### config.mk
export PLATFORM = sky130hd
export DESIGN_NAME = cdump_top
export DESIGN_NICKNAME = d
export VERILOG_FILES = /design/src/rtl/cdump_pkg.sv /design/src/rtl/cdump_fsm.sv /design/src/rtl/cdump_store.sv /design/src/rtl/cdump_reader.sv /design/src/rtl/cdump_top.sv
export SDC_FILE = /design/constraint.sdc
export NUM_CORES = 1
export LEC_CHECK = 0
export CAP_MARGIN = 20
export CORE_UTILIZATION = 48
export DETAILED_ROUTE_END_ITERATION = 10
export PLACE_DENSITY = 0.85
export SYNTH_ARGS = -nofsm -noshare
export SYNTH_HDL_FRONTEND = slang
export SYNTH_HIERARCHICAL = 1
export SYNTH_SLANG_ARGS = --single-unit
### constraint.sdc
create_clock -name clk_i -period 1.75 [get_ports clk_i]
set_input_delay 0.35 -clock clk_i [delete_from_list [all_inputs] [get_ports clk_i]]
set_output_delay 0.35 -clock clk_i [all_outputs]
set_load 0.01 [all_outputs]
### src/rtl/cdump_pkg.sv
package cdump_pkg;

    localparam int unsigned CUR_FIELDS  = 5;
    localparam int unsigned PREV_FIELDS = 2;
    localparam int unsigned DUMP_WORDS  = CUR_FIELDS + PREV_FIELDS + 1;
    localparam int unsigned STATUS_IDX  = CUR_FIELDS + PREV_FIELDS;

    // Field order inside the current record; previous record reuses the first two.
    localparam int unsigned FLD_TRAP  = 0;
    localparam int unsigned FLD_EPC   = 1;
    localparam int unsigned FLD_DADDR = 2;
    localparam int unsigned FLD_NPC   = 3;
    localparam int unsigned FLD_CPC   = 4;

    typedef enum logic [1:0] {
        CD_EMPTY   = 2'd0,
        CD_ARMED   = 2'd1,
        CD_HANDLED = 2'd2
    } cd_state_e;

    typedef enum logic [1:0] {
        CAP_NONE   = 2'd0,
        CAP_SINGLE = 2'd1,
        CAP_DOUBLE = 2'd2
    } cap_kind_e;

endpackage

### src/rtl/cdump_fsm.sv
module cdump_fsm
    import cdump_pkg::*;
(
    input  logic      clk_i,
    input  logic      rst_ni,
    input  logic      fault_i,
    input  logic      ack_i,
    output cap_kind_e cap_kind_o,
    output logic      armed_o,
    output logic      double_o
);

    cd_state_e state_q, state_d;
    logic      double_q;

    // State register
    always_ff @(posedge clk_i or negedge rst_ni) begin
        if (!rst_ni) begin
            state_q <= CD_EMPTY;
        end else begin
            state_q <= state_d;
        end
    end

    // Next-state logic: capture has priority over acknowledge
    always_comb begin
        state_d = state_q;
        unique case (state_q)
            CD_EMPTY: begin
                if (fault_i) state_d = CD_ARMED;
            end
            CD_ARMED: begin
                if (fault_i)    state_d = CD_ARMED;
                else if (ack_i) state_d = CD_HANDLED;
            end
            CD_HANDLED: begin
                if (fault_i) state_d = CD_ARMED;
            end
            default: state_d = CD_EMPTY;
        endcase
    end

    // Outputs
    always_comb begin
        cap_kind_o = CAP_NONE;
        armed_o    = 1'b0;
        unique case (state_q)
            CD_EMPTY: begin
                if (fault_i) cap_kind_o = CAP_SINGLE;
            end
            CD_ARMED: begin
                armed_o = 1'b1;
                if (fault_i) cap_kind_o = CAP_DOUBLE;
            end
            CD_HANDLED: begin
                if (fault_i) cap_kind_o = CAP_SINGLE;
            end
            default: cap_kind_o = CAP_NONE;
        endcase
    end

    // Sticky nested-fault flag
    always_ff @(posedge clk_i or negedge rst_ni) begin
        if (!rst_ni) begin
            double_q <= 1'b0;
        end else if (cap_kind_o == CAP_DOUBLE) begin
            double_q <= 1'b1;
        end
    end

    assign double_o = double_q;

    a_r5_flag_sticky: assert property (@(posedge clk_i) disable iff (!rst_ni)
        double_q |=> double_q);

    a_r4_nested_sets_flag: assert property (@(posedge clk_i) disable iff (!rst_ni)
        (state_q == CD_ARMED && fault_i) |=> double_q);

    a_r7_capture_arms: assert property (@(posedge clk_i) disable iff (!rst_ni)
        fault_i |=> (state_q == CD_ARMED));

    a_r6_ack_releases: assert property (@(posedge clk_i) disable iff (!rst_ni)
        (state_q == CD_ARMED && ack_i && !fault_i) |=> (state_q == CD_HANDLED));

    a_r6_ack_idle_no_effect: assert property (@(posedge clk_i) disable iff (!rst_ni)
        (state_q != CD_ARMED && !fault_i) |=> $stable(state_q));

endmodule

### src/rtl/cdump_store.sv
module cdump_store
    import cdump_pkg::*;
#(
    parameter int unsigned XLEN = 32
) (
    input  logic                                  clk_i,
    input  logic                                  rst_ni,
    input  cap_kind_e                             cap_kind_i,
    input  logic [CUR_FIELDS-1:0][XLEN-1:0]       fields_i,
    output logic [CUR_FIELDS-1:0][XLEN-1:0]       cur_o,
    output logic [PREV_FIELDS-1:0][XLEN-1:0]      prev_o
);

    logic [CUR_FIELDS-1:0][XLEN-1:0]  cur_q;
    logic [PREV_FIELDS-1:0][XLEN-1:0] prev_q;

    for (genvar gi = 0; gi < CUR_FIELDS; gi++) begin : g_cur
        always_ff @(posedge clk_i or negedge rst_ni) begin
            if (!rst_ni) begin
                cur_q[gi] <= '0;
            end else if (cap_kind_i != CAP_NONE) begin
                cur_q[gi] <= fields_i[gi];
            end
        end
    end

    // Only the leading fields survive into the previous record
    for (genvar gj = 0; gj < PREV_FIELDS; gj++) begin : g_prev
        always_ff @(posedge clk_i or negedge rst_ni) begin
            if (!rst_ni) begin
                prev_q[gj] <= '0;
            end else if (cap_kind_i == CAP_DOUBLE) begin
                prev_q[gj] <= cur_q[gj];
            end
        end
    end

    assign cur_o  = cur_q;
    assign prev_o = prev_q;

    a_r3_prev_hold: assert property (@(posedge clk_i) disable iff (!rst_ni)
        (cap_kind_i != CAP_DOUBLE) |=> $stable(prev_q));

    a_r2_cur_hold: assert property (@(posedge clk_i) disable iff (!rst_ni)
        (cap_kind_i == CAP_NONE) |=> $stable(cur_q));

endmodule

### src/rtl/cdump_reader.sv
module cdump_reader
    import cdump_pkg::*;
#(
    parameter int unsigned XLEN  = 32,
    parameter int unsigned IDX_W = 3
) (
    input  logic                              clk_i,
    input  logic                              rst_ni,
    input  logic                              rd_en_i,
    input  logic [IDX_W-1:0]                  rd_idx_i,
    input  logic [CUR_FIELDS-1:0][XLEN-1:0]   cur_i,
    input  logic [PREV_FIELDS-1:0][XLEN-1:0]  prev_i,
    input  logic                              double_i,
    output logic [XLEN-1:0]                   rd_data_o,
    output logic                              rd_valid_o
);

    logic [XLEN-1:0] word_sel;

    always_comb begin
        word_sel = '0;
        for (int k = 0; k < CUR_FIELDS; k++) begin
            if (32'(rd_idx_i) == k) word_sel = cur_i[k];
        end
        for (int k = 0; k < PREV_FIELDS; k++) begin
            if (32'(rd_idx_i) == CUR_FIELDS + k) word_sel = prev_i[k];
        end
        if (32'(rd_idx_i) == STATUS_IDX) word_sel = {{(XLEN-1){1'b0}}, double_i};
    end

    always_ff @(posedge clk_i or negedge rst_ni) begin
        if (!rst_ni) begin
            rd_data_o  <= '0;
            rd_valid_o <= 1'b0;
        end else begin
            rd_valid_o <= rd_en_i;
            rd_data_o  <= rd_en_i ? word_sel : '0;
        end
    end

    a_r8_valid_follows: assert property (@(posedge clk_i) disable iff (!rst_ni)
        rd_en_i |=> rd_valid_o);

    a_r8_idle_zero: assert property (@(posedge clk_i) disable iff (!rst_ni)
        !rd_en_i |=> (rd_data_o == '0 && !rd_valid_o));

    a_r5_status_upper_zero: assert property (@(posedge clk_i) disable iff (!rst_ni)
        (rd_en_i && 32'(rd_idx_i) == STATUS_IDX) |=> (rd_data_o[XLEN-1:1] == '0));

endmodule

### src/rtl/cdump_top.sv
module cdump_top
    import cdump_pkg::*;
#(
    parameter int unsigned XLEN = 32,
    localparam int unsigned IDX_W = $clog2(DUMP_WORDS)
) (
    input  logic              clk_i,
    input  logic              rst_ni,
    input  logic              fault_i,
    input  logic              ack_i,
    input  logic [XLEN-1:0]   trap_val_i,
    input  logic [XLEN-1:0]   exc_pc_i,
    input  logic [XLEN-1:0]   data_addr_i,
    input  logic [XLEN-1:0]   next_pc_i,
    input  logic [XLEN-1:0]   cur_pc_i,
    input  logic              rd_en_i,
    input  logic [IDX_W-1:0]  rd_idx_i,
    output logic [XLEN-1:0]   rd_data_o,
    output logic              rd_valid_o,
    output logic              armed_o,
    output logic              double_o
);

    cap_kind_e                          cap_kind;
    logic [CUR_FIELDS-1:0][XLEN-1:0]    fields;
    logic [CUR_FIELDS-1:0][XLEN-1:0]    cur_rec;
    logic [PREV_FIELDS-1:0][XLEN-1:0]   prev_rec;

    always_comb begin
        fields            = '0;
        fields[FLD_TRAP]  = trap_val_i;
        fields[FLD_EPC]   = exc_pc_i;
        fields[FLD_DADDR] = data_addr_i;
        fields[FLD_NPC]   = next_pc_i;
        fields[FLD_CPC]   = cur_pc_i;
    end

    cdump_fsm u_fsm (
        .clk_i      (clk_i),
        .rst_ni     (rst_ni),
        .fault_i    (fault_i),
        .ack_i      (ack_i),
        .cap_kind_o (cap_kind),
        .armed_o    (armed_o),
        .double_o   (double_o)
    );

    cdump_store #(.XLEN(XLEN)) u_store (
        .clk_i      (clk_i),
        .rst_ni     (rst_ni),
        .cap_kind_i (cap_kind),
        .fields_i   (fields),
        .cur_o      (cur_rec),
        .prev_o     (prev_rec)
    );

    cdump_reader #(.XLEN(XLEN), .IDX_W(IDX_W)) u_reader (
        .clk_i      (clk_i),
        .rst_ni     (rst_ni),
        .rd_en_i    (rd_en_i),
        .rd_idx_i   (rd_idx_i),
        .cur_i      (cur_rec),
        .prev_i     (prev_rec),
        .double_i   (double_o),
        .rd_data_o  (rd_data_o),
        .rd_valid_o (rd_valid_o)
    );

    a_r2_trap_captured: assert property (@(posedge clk_i) disable iff (!rst_ni)
        fault_i |=> (cur_rec[FLD_TRAP] == $past(trap_val_i)
                     && cur_rec[FLD_CPC] == $past(cur_pc_i)));

    a_r4_nested_moves_old: assert property (@(posedge clk_i) disable iff (!rst_ni)
        (fault_i && armed_o) |=> (prev_rec[FLD_TRAP] == $past(cur_rec[FLD_TRAP])
                                  && prev_rec[FLD_EPC] == $past(cur_rec[FLD_EPC])));

    a_r6_armed_after_fault: assert property (@(posedge clk_i) disable iff (!rst_ni)
        fault_i |=> armed_o);

    a_r3_flag_needs_arm: assert property (@(posedge clk_i) disable iff (!rst_ni)
        (!armed_o && !double_o) |=> !double_o);

endmodule

==> impl_metrics.tcl <==
set metrics [dict create \
    path_clk_slew_ns 0.06 \
    overflow 0 \
    postRouteAntennaNets 0 \
    cap_violations 0 \
    gr-usage-all-layers_pct 23.52 \
    slew_violations 0 \
    ys_ff_latch 260 \
    clock_latency_ns 0.53 \
    tritoncts "done" \
    hpwl_um 19540 \
    grt_pass1_wl_um 46890 \
    layout-drive-gt1-share_pct 28.82 \
    yosys_warnings 6 \
    io_buffers 202 \
    area_growth_pct 32.95 \
    die_h_um 159.4 \
    min_period_over_period_pct 99.54 \
    syn_area_mm2 0.01190 \
    fp.dieArea_mm2 0.02542 \
    ff2ff_path_depth 6 \
    vias 7919 \
    crit_type "reg -> reg" \
    yosysUniqueCellTypes 29 \
    place.gp.congestion 0.7965 \
    p_per_area_mw_per_mm2 1190 \
    clock_sinks 260 \
    ctsHtreeMaxLevel 1 \
    synth_seq_area_share_pct 54.69 \
    wire_per_inst_um 21.45 \
    synth-simple-area-share_pct 4.764 \
    worst_ep_required_time_ns 2.15 \
    fmax_mhz 574.1 \
    setup_violations 0 \
    r2r-start "u_fsm/state_q[0]" \
    synthAdderAreaFrac_pct 0 \
    rsz0062_at_grt "true" \
    nFillCells 1757 \
    outcome "finished, final reports clean" \
    setup-tns-final_ns 0 \
    hold_path.class "in -> async" \
    hold_ws_ns 0.3399 \
    grt_max_degree 55 \
    grt_pass1_vias 8517 \
    synth_top_area_cell "dfrtp_1" \
    mostFrequentLayoutCells "dfrtp_1 (260), clkdlybuf4s50_1 (163), mux2_2 (109), mux2_1 (86), mux2i_1 (62)" \
    synth_cells 817 \
    cts_buffers 27 \
    drc 0 \
    reg2reg_to "u_store/cur_o[11]" \
    rrSetupSlack_ns 0.008 \
    routed_wl_um 30120 \
    finalHoldViolations 0 \
    syn_avg_cell_area_um2 14.56 \
    cp_max_fo 14 \
    synth_compound_area_share_pct 9.497 \
    synth_top_cell_area_share_pct 54.69 \
    final_core_util_pct 65.04 \
    die_x_um 159.4 \
    final_common_cell "dfrtp_1" \
    finClkSkew_ns 0.007724 \
    core_mm2 0.02432 \
    clockRootBuffer "clkbuf_16" \
    worst_slew_pin_slew_ns 0.6901 \
    ys_top_cells_by_area "dfrtp_1 (55%), mux2_2 (12%), mux2_1 (9.5%), mux2i_1 (5.2%), o221ai_2 (3.8%)" \
    synth_top_family_by_area "multiplexers" \
    arrival_ns 2.14 \
    drtIter0Drc 502 \
    min_period_ns 1.742 \
    finalPower_uw 18830 \
    p_leak_uw 0.006891 \
    vdd_drop_max_uv 744.3 \
    fp-row-count 57 \
    syn_nets 985 \
    max-slew-margin-rel_pct 53.99 \
    cts_max_path_buffers 3 \
    nets 1227 \
    antenna_found_initial 1 \
    dr.pass1.iters 5 \
    initial_core_util_pct 48.92 \
    synth_xor_xnor_area_share_pct 0 \
    synthMuxAreaShare_pct 26.99 \
    endpoint_kind "flop" \
    viasPerCell 5.640 \
    ios 203 \
    startpoint_type "flop" \
]
[kinds of logic after synthesis]
kind of cell,after synthesis
compound gates,126
buf+inv,66
flops,260
mux,289
simple gates,76
[critical path: stages (launching register included)]
cell and delay (ns):
dfrtp_1 0.39, nor2b_4 0.13, and2_4 0.17, nor2_4 0.19, buf_12 0.21, buf_12 0.18, mux2_1 0.33
[cell usage after synthesis]
cell type and instances:
nor2b_1 2, and2b_1 1, buf_4 5, a2bb2oi_1 2, clkbuf_1 18, mux2i_1 62
nor2_1 30, nand3b_1 1, a21oi_1 2, nand2_1 1, or2_4 1, o21ai_1 1
nor2b_4 1, mux2_2 124, o2bb2ai_1 30, nor2_2 1, buf_6 26, and2_2 1
nand4bb_1 30, mux4_2 3, o221ai_2 30, dfrtp_1 260, mux2_1 100, buf_2 17
and2b_2 2, a22oi_1 30, o21ai_0 30, a21o_2 1, nand2b_1 5
[registers in the layout, summed over array words and instances (netlist names)]
register and flops:
u_store/cur_o 160, u_fsm/double_o 1, u_reader/rd_valid_o 1, u_reader/rd_data_o 32, u_store/prev_o 64, u_fsm/state_q 2
[report_power, final]
group	switching, uW	internal (uW)	total, uW	leakage, uW
clock network	2360	3810	6170	0.000478
logic	1620	2480	4100	0.00332
registers	1000	7550	8550	0.00309
[repair_timing]
item | in CTS | in global routing
hold buffers | 1 | 0
resized for setup | 35 | 43
endpoints found under the hold margin | 41 | 0
setup buffers | 4 | 2
pin swaps | 0 | 1
setup endpoints to repair | 51 | 130
gates cloned | 1 | 2
[per-stage QoR]
step                      worst slack (ns)  instances  area [um^2]
after global routing              -0.03757       1404        15820
after global placement             -0.2806       1344        14590
after CTS                         -0.03296       1399        15610
after floorplan                    0.08289        817        11900
after detailed placement           -0.2980       1344        14590
final                             0.008108       1404        15820
[layer usage]
layer	vias up	global-route usage [%]	routed length, um
li1	3533	-	-
met1	4036	31.25	12490
met2	288	39.04	15140
met3	62	3.438	1620
met4	0	9.178	870
met5	-	0	0
[worst max path at each step]
| stage | from | endpoint | depth (start not counted) |
|---|---|---|---|
| floorplan | u_fsm/state_q[0] | u_store/cur_o[0] | 6 |
| global placement | fault_i | u_store/cur_o[82] | 6 |
| detailed placement | fault_i | u_store/cur_o[112] | 6 |
| CTS | u_fsm/state_q[0] | armed_o | 3 |
| global route | u_fsm/state_q[0] | u_store/cur_o[11] | 6 |
| finish | u_fsm/state_q[0] | u_store/cur_o[11] | 6 |
[layout make-up]
class | count | area (um^2) | area share (%)
clock inverters | 13 | 196.4 | 1.242
well taps | 324 | 405.4 | 2.563
multi-input cells | 491 | 5046 | 31.90
diodes | 1 | 2.502 | 0.01582
clock buffers | 36 | 769.5 | 4.865
repair buffers | 279 | 2890 | 18.27
flip-flops and latches | 260 | 6506 | 41.14
No activity file was read; power rests on OpenSTA's default activity.
